### config.mk
export PLATFORM = sky130hd
export DESIGN_NAME = mask_span_monitor
export DESIGN_NICKNAME = d
export VERILOG_FILES = /design/src/rtl/mask_span_pkg.sv /design/src/rtl/span_len.sv /design/src/rtl/mask_span_tracker.sv /design/src/rtl/mask_span_monitor.sv
export SDC_FILE = /design/constraint.sdc
export NUM_CORES = 1
export LEC_CHECK = 0
export BUFFER_PORTS_ARGS = -buffer_cell sky130_fd_sc_hd__buf_2
export CAP_MARGIN = 30
export CORE_ASPECT_RATIO = 1.25
export CORE_UTILIZATION = 50
export CTS_BUF_LIST = sky130_fd_sc_hd__clkbuf_8
export DETAILED_ROUTE_END_ITERATION = 10
export GPL_TIMING_DRIVEN = 0
export PLACE_DENSITY = 0.75
export RECOVER_POWER = 25
export SYNTH_ARGS = -nofsm -noshare
export SYNTH_HDL_FRONTEND = slang
export SYNTH_HIERARCHICAL = 1
export SYNTH_SLANG_ARGS = --single-unit
### constraint.sdc
create_clock -name clk_i -period 5.4 [get_ports clk_i]
set_clock_uncertainty 0.1 [all_clocks]
set_input_delay 0.54 -clock clk_i [delete_from_list [all_inputs] [get_ports clk_i]]
set_output_delay 0.54 -clock clk_i [all_outputs]
set_load 0.005 [all_outputs]
### src/rtl/mask_span_pkg.sv
package mask_span_pkg;
  localparam int unsigned DEF_CW   = 32;
  localparam int unsigned DEF_LW   = 32;
  localparam int unsigned DEF_NM   = 2;
  localparam int unsigned TRK_MASKABLE = 0;
  localparam int unsigned TRK_NONMASKABLE = 1;
endpackage

### src/rtl/span_len.sv
module span_len #(
  parameter int unsigned CW = 32,
  parameter int unsigned LW = 32
) (
  input  logic [CW-1:0] now_i,
  input  logic [CW-1:0] start_i,
  output logic [LW-1:0] len_o
);
  logic [CW-1:0] diff;
  assign diff = now_i - start_i;

  generate
    if (CW > LW) begin : g_sat
      assign len_o = (|diff[CW-1:LW]) ? {LW{1'b1}} : diff[LW-1:0];
    end else if (CW == LW) begin : g_eq
      assign len_o = diff;
    end else begin : g_ext
      assign len_o = {{(LW-CW){1'b0}}, diff};
    end
  endgenerate
endmodule

### src/rtl/mask_span_tracker.sv
module mask_span_tracker #(
  parameter int unsigned CW = 32,
  parameter int unsigned LW = 32
) (
  input  logic          clk_i,
  input  logic          rst_ni,
  input  logic [CW-1:0] cycle_i,
  input  logic          sample_i,
  input  logic          mask_i,
  input  logic          snap_i,
  output logic          open_o,
  output logic [LW-1:0] cur_o,
  output logic [LW-1:0] short_o,
  output logic [LW-1:0] long_o,
  output logic [LW-1:0] last_o
);
  localparam logic [LW-1:0] SENTINEL = {LW{1'b1}};

  logic          open_q;
  logic [CW-1:0] start_q;
  logic [LW-1:0] min_q, max_q, last_q;
  logic [LW-1:0] len;

  span_len #(.CW(CW), .LW(LW)) u_len (
    .now_i  (cycle_i),
    .start_i(start_q),
    .len_o  (len)
  );

  always_ff @(posedge clk_i or negedge rst_ni) begin
    if (!rst_ni) begin
      open_q  <= 1'b0;
      start_q <= '0;
      min_q   <= SENTINEL;
      max_q   <= '0;
      last_q  <= '0;
    end else if (sample_i && mask_i && !open_q) begin
      open_q  <= 1'b1;
      start_q <= cycle_i;
    end else if (sample_i && !mask_i && open_q) begin
      open_q <= 1'b0;
      last_q <= len;
      if (len < min_q) min_q <= len;
      if (len > max_q) max_q <= len;
    end else if (snap_i && open_q && (len > max_q)) begin
      // debug read of an open interval can only raise the longest value
      max_q <= len;
    end
  end

  assign open_o  = open_q;
  assign cur_o   = open_q ? len : '0;
  assign short_o = (min_q == SENTINEL) ? max_q : min_q;
  assign long_o  = max_q;
  assign last_o  = last_q;
endmodule

### src/rtl/mask_span_monitor.sv
module mask_span_monitor
  import mask_span_pkg::*;
#(
  parameter int unsigned CW = DEF_CW,
  parameter int unsigned LW = DEF_LW,
  parameter int unsigned NM = DEF_NM
) (
  input  logic                  clk_i,
  input  logic                  rst_ni,
  input  logic [CW-1:0]         cycle_i,
  input  logic                  boundary_i,
  input  logic [NM-1:0]         mask_i,
  input  logic [NM-1:0]         snap_i,
  output logic [NM-1:0]         open_o,
  output logic [NM-1:0][LW-1:0] current_o,
  output logic [NM-1:0][LW-1:0] shortest_o,
  output logic [NM-1:0][LW-1:0] longest_o,
  output logic [NM-1:0][LW-1:0] last_o
);
  generate
    for (genvar k = 0; k < NM; k++) begin : g_trk
      mask_span_tracker #(.CW(CW), .LW(LW)) u_trk (
        .clk_i   (clk_i),
        .rst_ni  (rst_ni),
        .cycle_i (cycle_i),
        .sample_i(boundary_i),
        .mask_i  (mask_i[k]),
        .snap_i  (snap_i[k]),
        .open_o  (open_o[k]),
        .cur_o   (current_o[k]),
        .short_o (shortest_o[k]),
        .long_o  (longest_o[k]),
        .last_o  (last_o[k])
      );
    end
  endgenerate
endmodule

== Yosys cells after proc, flatten, opt, wreduce, memory -nomap -nowiden ==
Index checks and enable logic that the tools add are counted.

* Add/subtract/negate cells: 2
* Multipliers: 0
* Divide/modulo/power cells: 0
* Order comparisons: 4
* Eq/ne operators: 4
* Shifts and indexed selects: 0
* Multiplexer cells: 14
* Bitwise logic cells: 2
* Reduce and logical (&&, ||, !) cells: 26

{| class="wikitable"
|+ Operators with widths
! cell !! count
|-
| 32-bit two-way mux || 10
|-
| 32-bit equality test (second input constant) || 2
|-
| 32-bit > comparator || 2
|-
| 32-bit < comparator || 2
|-
| 32-bit subtractor || 2
|-
| 1-bit logical AND || 12
|-
| 3-bit AND reduction || 4
|-
| 2-bit nonzero test || 4
|-
| 1-bit logical NOT || 4
|-
| 1-bit two-way mux || 4
|-
| 2-bit inequality test (second input constant) || 2
|-
| 2-bit AND reduction || 2
|-
| 1-bit inverter || 2
|}

* Flip-flop bits (word level): 258
* Latch bits: 0
* RAM bits: 0
* Memory bits (read-only): 0
* Input bits: 39
* Output and inout port bits: 258
* Word-level logic and storage cells: 62
* Memories: 0

== Depth between registers and ports, before layout ==
Gate-level depths: netlist (run 1).

* Word-level depth: 5
* Mapped depth: 19
* Mapped depth without buffers: 18

== Hierarchy ==
Netlist (run 1), hierarchy kept.

{| class="wikitable"
|+ Modules (own cells, without submodules)
! module !! instances !! cells an instance !! area an instance (µm²) !! sequential area each (µm²)
|-
| mask_span_tracker (g_trk[0].u_trk) || 1 || 615 || 7165.6 || 3268.1
|-
| mask_span_tracker (g_trk[1].u_trk) || 1 || 616 || 7008.0 || 3268.1
|-
| span_len (g_trk[0].u_trk.u_len) || 1 || 279 || 1839.3 || 0.0
|-
| span_len (g_trk[1].u_trk.u_len) || 1 || 270 || 1815.5 || 0.0
|}

== Least setup slack after synthesis (run 1) ==
Ideal clock, no wire load.

* Kind: input to register
* Start point: input cycle_i[0]
* End point: register g_trk[1].u_trk.min_q[10]
* Library setup time: 0.082 ns
* Arrival: 4.644 ns
* Data required time: 5.218 ns
* Slack: 0.574 ns
* Cell stages on the path: 17
* Path buffers: 1
* Path through: inv_1 -> ha_1 -> fa_1 -> and2b_1 -> o2111ai_2 -> a2111oi_4 -> nor4_4 -> o31ai_2 -> a41oi_1 -> xnor2_1 -> ha_1 -> and4_1 -> nand2_1 -> or4_4 -> o31ai_4 -> buf_6 -> mux2_2

* Word-level cells in the longest chain between the ends: 3

{| class="wikitable"
|+ RTL lines
! what !! line !! text
|-
| from (decl) || mask_span_monitor.sv:10 || <nowiki>input logic [CW-1:0] cycle_i,</nowiki>
|-
| 32-bit subtractor || span_len.sv:10 || <nowiki>assign diff = now_i - start_i;</nowiki>
|-
| via g_trk[1].u_trk.len[30] || mask_span_tracker.sv:22 || <nowiki>logic [LW-1:0] len;</nowiki>
|-
| 32-bit < comparator || mask_span_tracker.sv:43 || <nowiki>if (len < min_q) min_q <= len;</nowiki>
|-
| 3-bit AND reduction (no source line) || -- ||
|-
| to (signal assigned) || mask_span_tracker.sv:43 ||
|-
| to (decl) || mask_span_tracker.sv:21 || <nowiki>logic [LW-1:0] min_q, max_q, last_q;</nowiki>
|}

The timed path passes the listed nets, and every way through them passes these cells.
A chain may end at the register's enable or synchronous reset.

== Worst setup path after layout (run 1) ==
* Start point: register g_trk[0].u_trk.start_q[0]
* End point: register g_trk[0].u_trk.max_q[28]

* Word-level cells in the longest chain between the ends: 5
* Elaborated cells between the ends (all ways): 9
* Classes of those cells: add/sub (1); order compare (1); eq/ne (1); mux (3); reduce/logical (3)

{| class="wikitable"
|+ RTL lines
! what !! line !! text
|-
| from (decl) || mask_span_tracker.sv:20 || <nowiki>logic [CW-1:0] start_q;</nowiki>
|-
| from (signal assigned) || mask_span_tracker.sv:39 || <nowiki>start_q <= cycle_i;</nowiki>
|-
| 32-bit subtractor * || span_len.sv:10 ||
|-
| via g_trk[0].u_trk.len[30] || mask_span_tracker.sv:22 ||
|-
| 32-bit > comparator * || mask_span_tracker.sv:44, mask_span_tracker.sv:45 ||
|-
| 1-bit logical AND || mask_span_tracker.sv:45 || <nowiki>end else if (snap_i && open_q && (len > max_q)) begin</nowiki>
|-
| 2-bit nonzero test (no source line) || -- ||
|-
| 3-bit AND reduction (no source line) * || -- ||
|-
| to (signal assigned) || mask_span_tracker.sv:44 || <nowiki>if (len > max_q) max_q <= len;</nowiki>
|-
| to (signal assigned) || mask_span_tracker.sv:47 || <nowiki>max_q <= len;</nowiki>
|-
| to (decl) || mask_span_tracker.sv:21 ||
|}

The timed path passes the listed nets; every way through them passes the cells marked *. The select of a mux whose other input is x is not followed.

==> results.md, run 1 <==
* Outcome: finished with violations
* Failing checks: max-capacitance violations, max-slew violations
* DRC viols at 0
* Reg2reg setup slack at 160 ps
* #FFs+latches synth at 258
* Yosys top cell by area: dfrtp_1
* Warning count from the yosys run at 6
* Ys async rst share at 1.000
* Startpoint Class: register
* RSZ-0062 raised after global routing: no
* Syn_nets at 2009
* Largest family of logic cells by synthesized area: multiplexers
* Drt initial violations at 676
* Port Buffers at 296
* Nets at 2363
* CTS Buf Count at 44
* Slew @ Worst Pin at 3966 ps
* Register area share after synthesis at 0.3666
* Initial antenna violation count at 1
* Number of flops mapped to enable cells by yosys at 0
* Total GRT Usage at 0.2711
* RR Endpoint: g_trk[0].u_trk/long_o[28]
* Hold endpoint: g_trk[1].u_trk/open_o
* RR Startpoint: g_trk[0].u_trk/start_q[0]
* Min Tclk post-route at 5239 ps
* Endpoints failing setup at 0
* Synth top area share at 0.2723
* Vias at 14.75k
* Final Hold Fails at 0
* Die Wd at 170.9 µm
* WHS Path Cells at 2
* Root buf cell: clkbuf_8
* R2R depth at 18
* Core area at 34800 µm²
* Slew Limit Fails at 75
* Synth cell count leaders: mux2_2, inv_1, dfrtp_1, ha_1, nand2_1
* GR Util met3 at 0.05283
* Post-synthesis xor/xnor area fraction at 0.02702
* Num rows at 76
* Critical Path Source: g_trk[0].u_trk/start_q[0]
* VDD IR max at 384.3 µV
* Total die area at 36420 µm²
* GR peak layer: met2
* Critical-path top delay cell: o311ai_1
* Hold slack at 135.0 ps
* H-tree depth at 2
* Top cells by area, synth: dfrtp_1, mux2_2, ha_1
* FILL cells at 2979
* Hpwl dp at 37980 µm
* Mean post-synth cell area at 10.02 µm²
* Area Growth Syn to Fin at 18.48%
* Grt total ovfl at 0
* Largest stage delay on the critical path at 440 ps
* Fmax at 190.9 MHz
* LEAKAGE at 10.56 nW
* Post-synthesis adder-cell area fraction at 0.1342
* Drt wl/cell at 18.56 µm
* Final wirelength at 48950 µm
* First-pass GRT wire length at 77650 µm
* Critical Path RT at 5740 ps
* Vias in the first global route at 15.29k
* Final Util at 0.6069
* Clock Sinks at 258
* Ys flop type: dfrtp_1
* Crit Path Class: register to register
* Vias per inst at 5.590
* GR Util met2 at 0.4963
* Power, Total at 0.01262 W
* Power Density at 597.7 nW/µm²
* CTS tree: built
* Crit-path max FO at 10
* Non-filler cells, final at 2638
* Tcrit/Tclk final at 0.9702
* DIE HEIGHT at 213.1 µm
* Synthesized area at 17830 µm²
* 1st-pass router iterations at 5
* Most frequent cell after synthesis: mux2_2
* Crit. End Element: register
* Post-Synth Simple-Gate Area at 0.1138
* Clock transition at path regs at 60 ps
* Post-synthesis mux area share at 0.1698
* Critical-path cell list: ha_1 -> fa_1 -> nor2b_1 -> o2111ai_1 -> nand2_1 -> a31o_4 -> a21oi_2 -> o311ai_1 -> xor2_2 -> ha_1 -> nand4_2 -> nor4_4 -> a221o_1 -> a211oi_2 -> a211oi_2 -> a31oi_4 -> buf_12 -> mux2_4
* Ant. Diodes at 0
* Initial Util at 0.5123
* Largest net degree at the start of global routing at 96
* Cells after DPL at 2547
* Io pins at 297
* Yosys cell types at 78
* Mapped Cells at 1780
* Layout cells sized above 1 at 0.3406
* Clock Path Buffers at 3
* Worst hold path type: input pin to register
* Slew headroom at -1.644
* CP bufs+invs at 1
* Later-pin clock latency in the skew report at 590 ps
* Final antenna-violating net count at 0
* Gpl congestion at 0.9113
* CP top delay family: compound AO/OA/AOI/OAI gates
* Synth Area in Compound Gates at 0.1267
* Maxcap violations at 1
* Worst Path Arrival at 5580 ps
* Met1 Use GR at 0.2978
* HP Start: mask_i[1]
## worst reg2reg max path, stage by stage, from the launching register on
cell and delay (ps):
dfrtp_1 380, ha_1 220, fa_1 420, nor2b_1 190, o2111ai_1 150, nand2_1 210, a31o_4 240, a21oi_2 90
o311ai_1 440, xor2_2 360, ha_1 350, nand4_2 180, nor4_4 80, a221o_1 350, a211oi_2 330, a211oi_2 100
a31oi_4 370, buf_12 220, mux2_4 310
## power breakdown
part	leakage, nW	switching, W	internal (W)	total (W)
logic	7.06	0.00383	0.00329	0.00712
clock network	0.530	0.000836	0.00102	0.00185
registers	2.97	0.000673	0.00298	0.00365
total	10.6	0.00534	0.00729	0.0126
## kinds of logic (layout without fill, tap and decap cells)
group | count (synthesis) | count (layout)
AND/OR/NAND/NOR | 395 | 395
AO/OA/AOI/OAI | 353 | 353
buffers and inverters | 270 | 660
multiplexers | 259 | 259
flip-flops | 258 | 258
adder cells (fa/ha/maj) | 190 | 190
XOR/XNOR | 55 | 55
## flip-flops by register name (all words and copies together) (netlist names)
| signal | flops |
|---|---|
| g_trk.u_trk/last_o | 64 |
| g_trk.u_trk/min_q | 64 |
| g_trk.u_trk/long_o | 64 |
| g_trk.u_trk/open_o | 2 |
| g_trk.u_trk/start_q | 64 |
## layer usage
layer	part of all wire	wire [µm]
met3	0.053	2584
met2	0.51	24940
met4	0.046	2248
met5	0.00027	13
met1	0.39	19170
## per-stage QoR
step,area [µm²],worst slack [ps],setup TNS [ps]
floorplan,17830,573.8,0
global route,21120,2.245,0
global placement,19900,-924.5,-212020
detailed placement,19960,-894.8,-49030
finish,21120,160.7,0
CTS,21010,5.962,0
## cell type report
class	instances	area, µm²	area share
inverter	213	799.5	0.03785
clock inverter	20	92.59	0.004383
clock buffer	62	853.3	0.04040
multi-input combinational	1252	10350	0.4902
sequential	258	6536	0.3094
tap	468	585.6	0.02772
timing repair buffer	308	1595	0.07552
buffer	57	305.3	0.01445
## what timing repair did
action,in CTS,in global routing
gates cloned,0,1
pin swaps,2,4
hold endpoints to repair,53,0
gates resized for setup,11,13
endpoints found under the setup margin,63,67
hold buffers,1,0
buffers inserted,2,5
## worst max-delay path by stage
stage | endpoint | slack (ps) | cells after the start
global route | g_trk[1].u_trk/min_q[31] | 2 | 19
detailed placement | g_trk[1].u_trk/long_o[27] | -890 | 19
finish | g_trk[0].u_trk/long_o[28] | 160 | 18
floorplan | g_trk[1].u_trk/min_q[10] | 570 | 17
global placement | g_trk[1].u_trk/long_o[25] | -920 | 1
CTS | g_trk[1].u_trk/long_o[27] | 6 | 17
## placed cells by master, fill, tap and decap left out, types with 16 or more instances in the layout
| master | netlist | final |
|---|---|---|
| mux2_2 | 222 | 222 |
| dfrtp_1 | 194 | 194 |
| a21oi_1 | 105 | 105 |
| a21o_1 | 33 | 33 |
| nand2_1 | 150 | 150 |
| mux2_4 | 30 | 30 |
| clkbuf_1 | 41 | 51 |
| nor2_1 | 46 | 46 |
| nand4_1 | 48 | 48 |
| and2_1 | 64 | 64 |
| nand3_1 | 16 | 16 |
| ha_1 | 188 | 188 |
| clkbuf_8 | 0 | 62 |
| xnor2_1 | 33 | 24 |
| xor2_1 | 22 | 19 |
| dfstp_2 | 64 | 64 |
| o21ai_0 | 114 | 114 |
| buf_2 | 5 | 291 |
| inv_1 | 212 | 224 |
Note: power is estimated with default switching activity, not from simulation.
==> run 2, diff against run 1 <==
--- a/config.mk
+++ b/config.mk
@@ -14,6 +14,7 @@
 export GPL_TIMING_DRIVEN = 0
 export PLACE_DENSITY = 0.75
 export RECOVER_POWER = 25
+export SETUP_SLACK_MARGIN = 0.3
 export SYNTH_ARGS = -nofsm -noshare
 export SYNTH_HDL_FRONTEND = slang
 export SYNTH_HIERARCHICAL = 1
==> constraint.sdc (replaced) <==
create_clock -name clk_i -period 6.6 [get_ports clk_i]
set_clock_uncertainty 0.1 [all_clocks]
set_input_delay 0.66 -clock clk_i [delete_from_list [all_inputs] [get_ports clk_i]]
set_output_delay 0.66 -clock clk_i [all_outputs]
set_load 0.005 [all_outputs]
==> run 2 against run 1 <==
The run still ends with max-capacitance violations, max-slew violations left. Highest routed layer unchanged. Non-clock buffer count is 8 lower. Clock power is 18% lower. Largest power group unchanged. Sequential cell count stayed put. Maximum frequency is 13% lower. Worst setup slack better by 420 ps. Global-route usage is 0.094 points lower. Core utilization is 0.65 points lower. Routed wire length is 0.90% lower.
==> results.md, run 2 (synthesized netlist as in run 1, its figures left out) <==
* Vias at 14.69k
* CTS Buf Count at 44
* Grt total ovfl at 0
* Met2 WL post-DR at 24620 µm
* Drt wl/cell at 18.44 µm
* Clock Path Buffers at 3
* Initial Util at 0.5123
* Worst hold path type: input pin to register
* Non-filler cells, final at 2630
* DRC viols at 0
* CTS tree: built
* Final wirelength at 48510 µm
* RSZ-0062 raised after global routing: no
* Vias per inst at 5.584
* Cells after DPL at 2547
* Most numerous cell on the critical path: ha_1
* Critical Path RT at 6940 ps
* First-pass GRT wire length at 77360 µm
* Critical-path top delay cell: nor4_1
* Endpoints failing setup at 0
* Tcrit/Tclk final at 0.9125
* Crit. End Element: register
* Slew @ Worst Pin at 3951 ps
* RR Endpoint: g_trk[1].u_trk/long_o[27]
* Clock Sinks at 258
* Setup tns final at 0 ps
* Core area at 34800 µm²
* Final Util at 0.6004
* Min Tclk post-route at 6023 ps
* HP Start: mask_i[1]
* Fmax at 166.0 MHz
* FILL cells at 3015
* Hpwl dp at 37980 µm
* RR Startpoint: g_trk[1].u_trk/start_q[0]
* Final antenna-violating net count at 0
* Initial antenna violation count at 1
* 1st-pass router iterations at 5
* LEAKAGE at 10.43 nW
* Maxcap violations at 1
* Root buf cell: clkbuf_8
* Slew Limit Fails at 75
* Total die area at 36420 µm²
* Met3 wire len at 2487 µm
* Met1 WL at 19120 µm
* Hold endpoint: g_trk[1].u_trk/open_o
* R2R depth at 17
* Post-cts resize count at 0
* Vias in the first global route at 15.27k
* DR top layer: met5
* VDD IR max at 324.9 µV
* Placed Area at 19960 µm²
* H-tree depth at 2
* Outcome: finished with violations
* Die Wd at 170.9 µm
* Largest net degree at the start of global routing at 96
* Ant. Diodes at 0
* Later-pin clock latency in the skew report at 580 ps
* Power Density at 486.2 nW/µm²
* Most frequent cells in the layout: buf_2, inv_1, mux2_2
* Clock transition at path regs at 60 ps
* Final Hold Fails at 0
* Port Buffers at 296
* Slew headroom at -1.634
* Gpl congestion at 0.9113
* Reg2reg setup slack at 580 ps
* Largest stage delay on the critical path at 620 ps
* Worst Path Arrival at 6360 ps
* Num rows at 76
* Total GRT Usage at 0.2702
* Failing checks: max-capacitance violations, max-slew violations
* WHS Path Cells at 2
* Critical-path cell list: ha_1 -> fa_1 -> and2b_1 -> o2111ai_2 -> a2111oi_4 -> nor4_4 -> o31ai_2 -> a41oi_1 -> xnor2_1 -> ha_1 -> nand4_1 -> nor4_1 -> nor2b_1 -> nor2_1 -> a211oi_2 -> buf_4 -> mux2_2
* DIE HEIGHT at 213.1 µm
* Crit Path Class: register to register
* Final Cell Area at 20900 µm²
* Crit-path max FO at 10
* Drt initial violations at 646
* Io pins at 297
* Nets at 2355
* Hold slack at 255.8 ps
* Layout cells sized above 1 at 0.3298
* Area Growth Syn to Fin at 17.21%
* Commonest non-fill, non-tap cell in the layout: buf_2
* Startpoint Class: register
-- run 2: cell types whose count changed in the layout (fill, tap and decap cells not counted), sizes merged --
cell	previous run	this run
buf	313	305
-- run 2: worst max path at each step --
stage,start,endpoint,slack (ps),cells past startpoint
after floorplan,cycle_i[0],g_trk[1].u_trk/min_q[10],1650,17
after global placement,rst_ni,g_trk[1].u_trk/long_o[25],160,1
after detailed placement,cycle_i[0],g_trk[1].u_trk/long_o[27],190,19
after CTS,g_trk[1].u_trk/start_q[0],g_trk[1].u_trk/long_o[27],640,17
after global routing,g_trk[1].u_trk/start_q[0],g_trk[1].u_trk/long_o[27],390,17
final,g_trk[1].u_trk/start_q[0],g_trk[1].u_trk/long_o[27],580,17
-- run 2: stage by stage --
stage,setup WS [ps],power (W)
floorplan,1654,0.006616
global placement,155.5,0.008349
detailed placement,185.2,0.008620
CTS,640.0,0.01019
global route,392.1,0.01104
finish,577.3,0.01016
-- run 2: power breakdown --
part | switching (W) | leakage, nW | internal (W)
combinational | 0.00305 | 6.94 | 0.00261
clock | 0.000685 | 0.530 | 0.000834
sequential | 0.000550 | 2.97 | 0.00243
-- run 2: timing repair --
| action | in CTS | in global routing |
|---|---|---|
| endpoints found under the hold margin | 53 | 0 |
| hold buffers | 1 | 0 |
| setup buffers | 0 | 0 |
-- run 2: final cells by class --
cell class                      count  area [µm²]  share of cell area
Timing Repair Buffer              300        1538             0.07359
Clock buffer                       62       853.3             0.04084
Clock inverter                     20       92.59            0.004431
Buffer                             57       301.5             0.01443
Inverter                          213       799.5             0.03826
Sequential cell                   258        6536              0.3128
Multi-Input combinational cell   1252       10190              0.4876
Tap cell                          468       585.6             0.02802
-- run 2: layer usage --
metal / up-vias / GRT usage
li1: 6979 / -
met1: 7118 / 0.2970
met2: 452 / 0.4912
met3: 135 / 0.05134
met4: 2 / 0.1401
met5: - / 0
-- run 2: critical path: cells and delay by family, from the launching register on --
kind / cells / cell delay (ps)
buffers and inverters: 1 / 320
muxes: 1 / 360
AOI/OAI and AO/OA: 5 / 1740
adders and majority gates: 3 / 840
and+or+nand+nor: 6 / 1530
xor gates and xnor gates: 1 / 570
DFF: 1 / 380
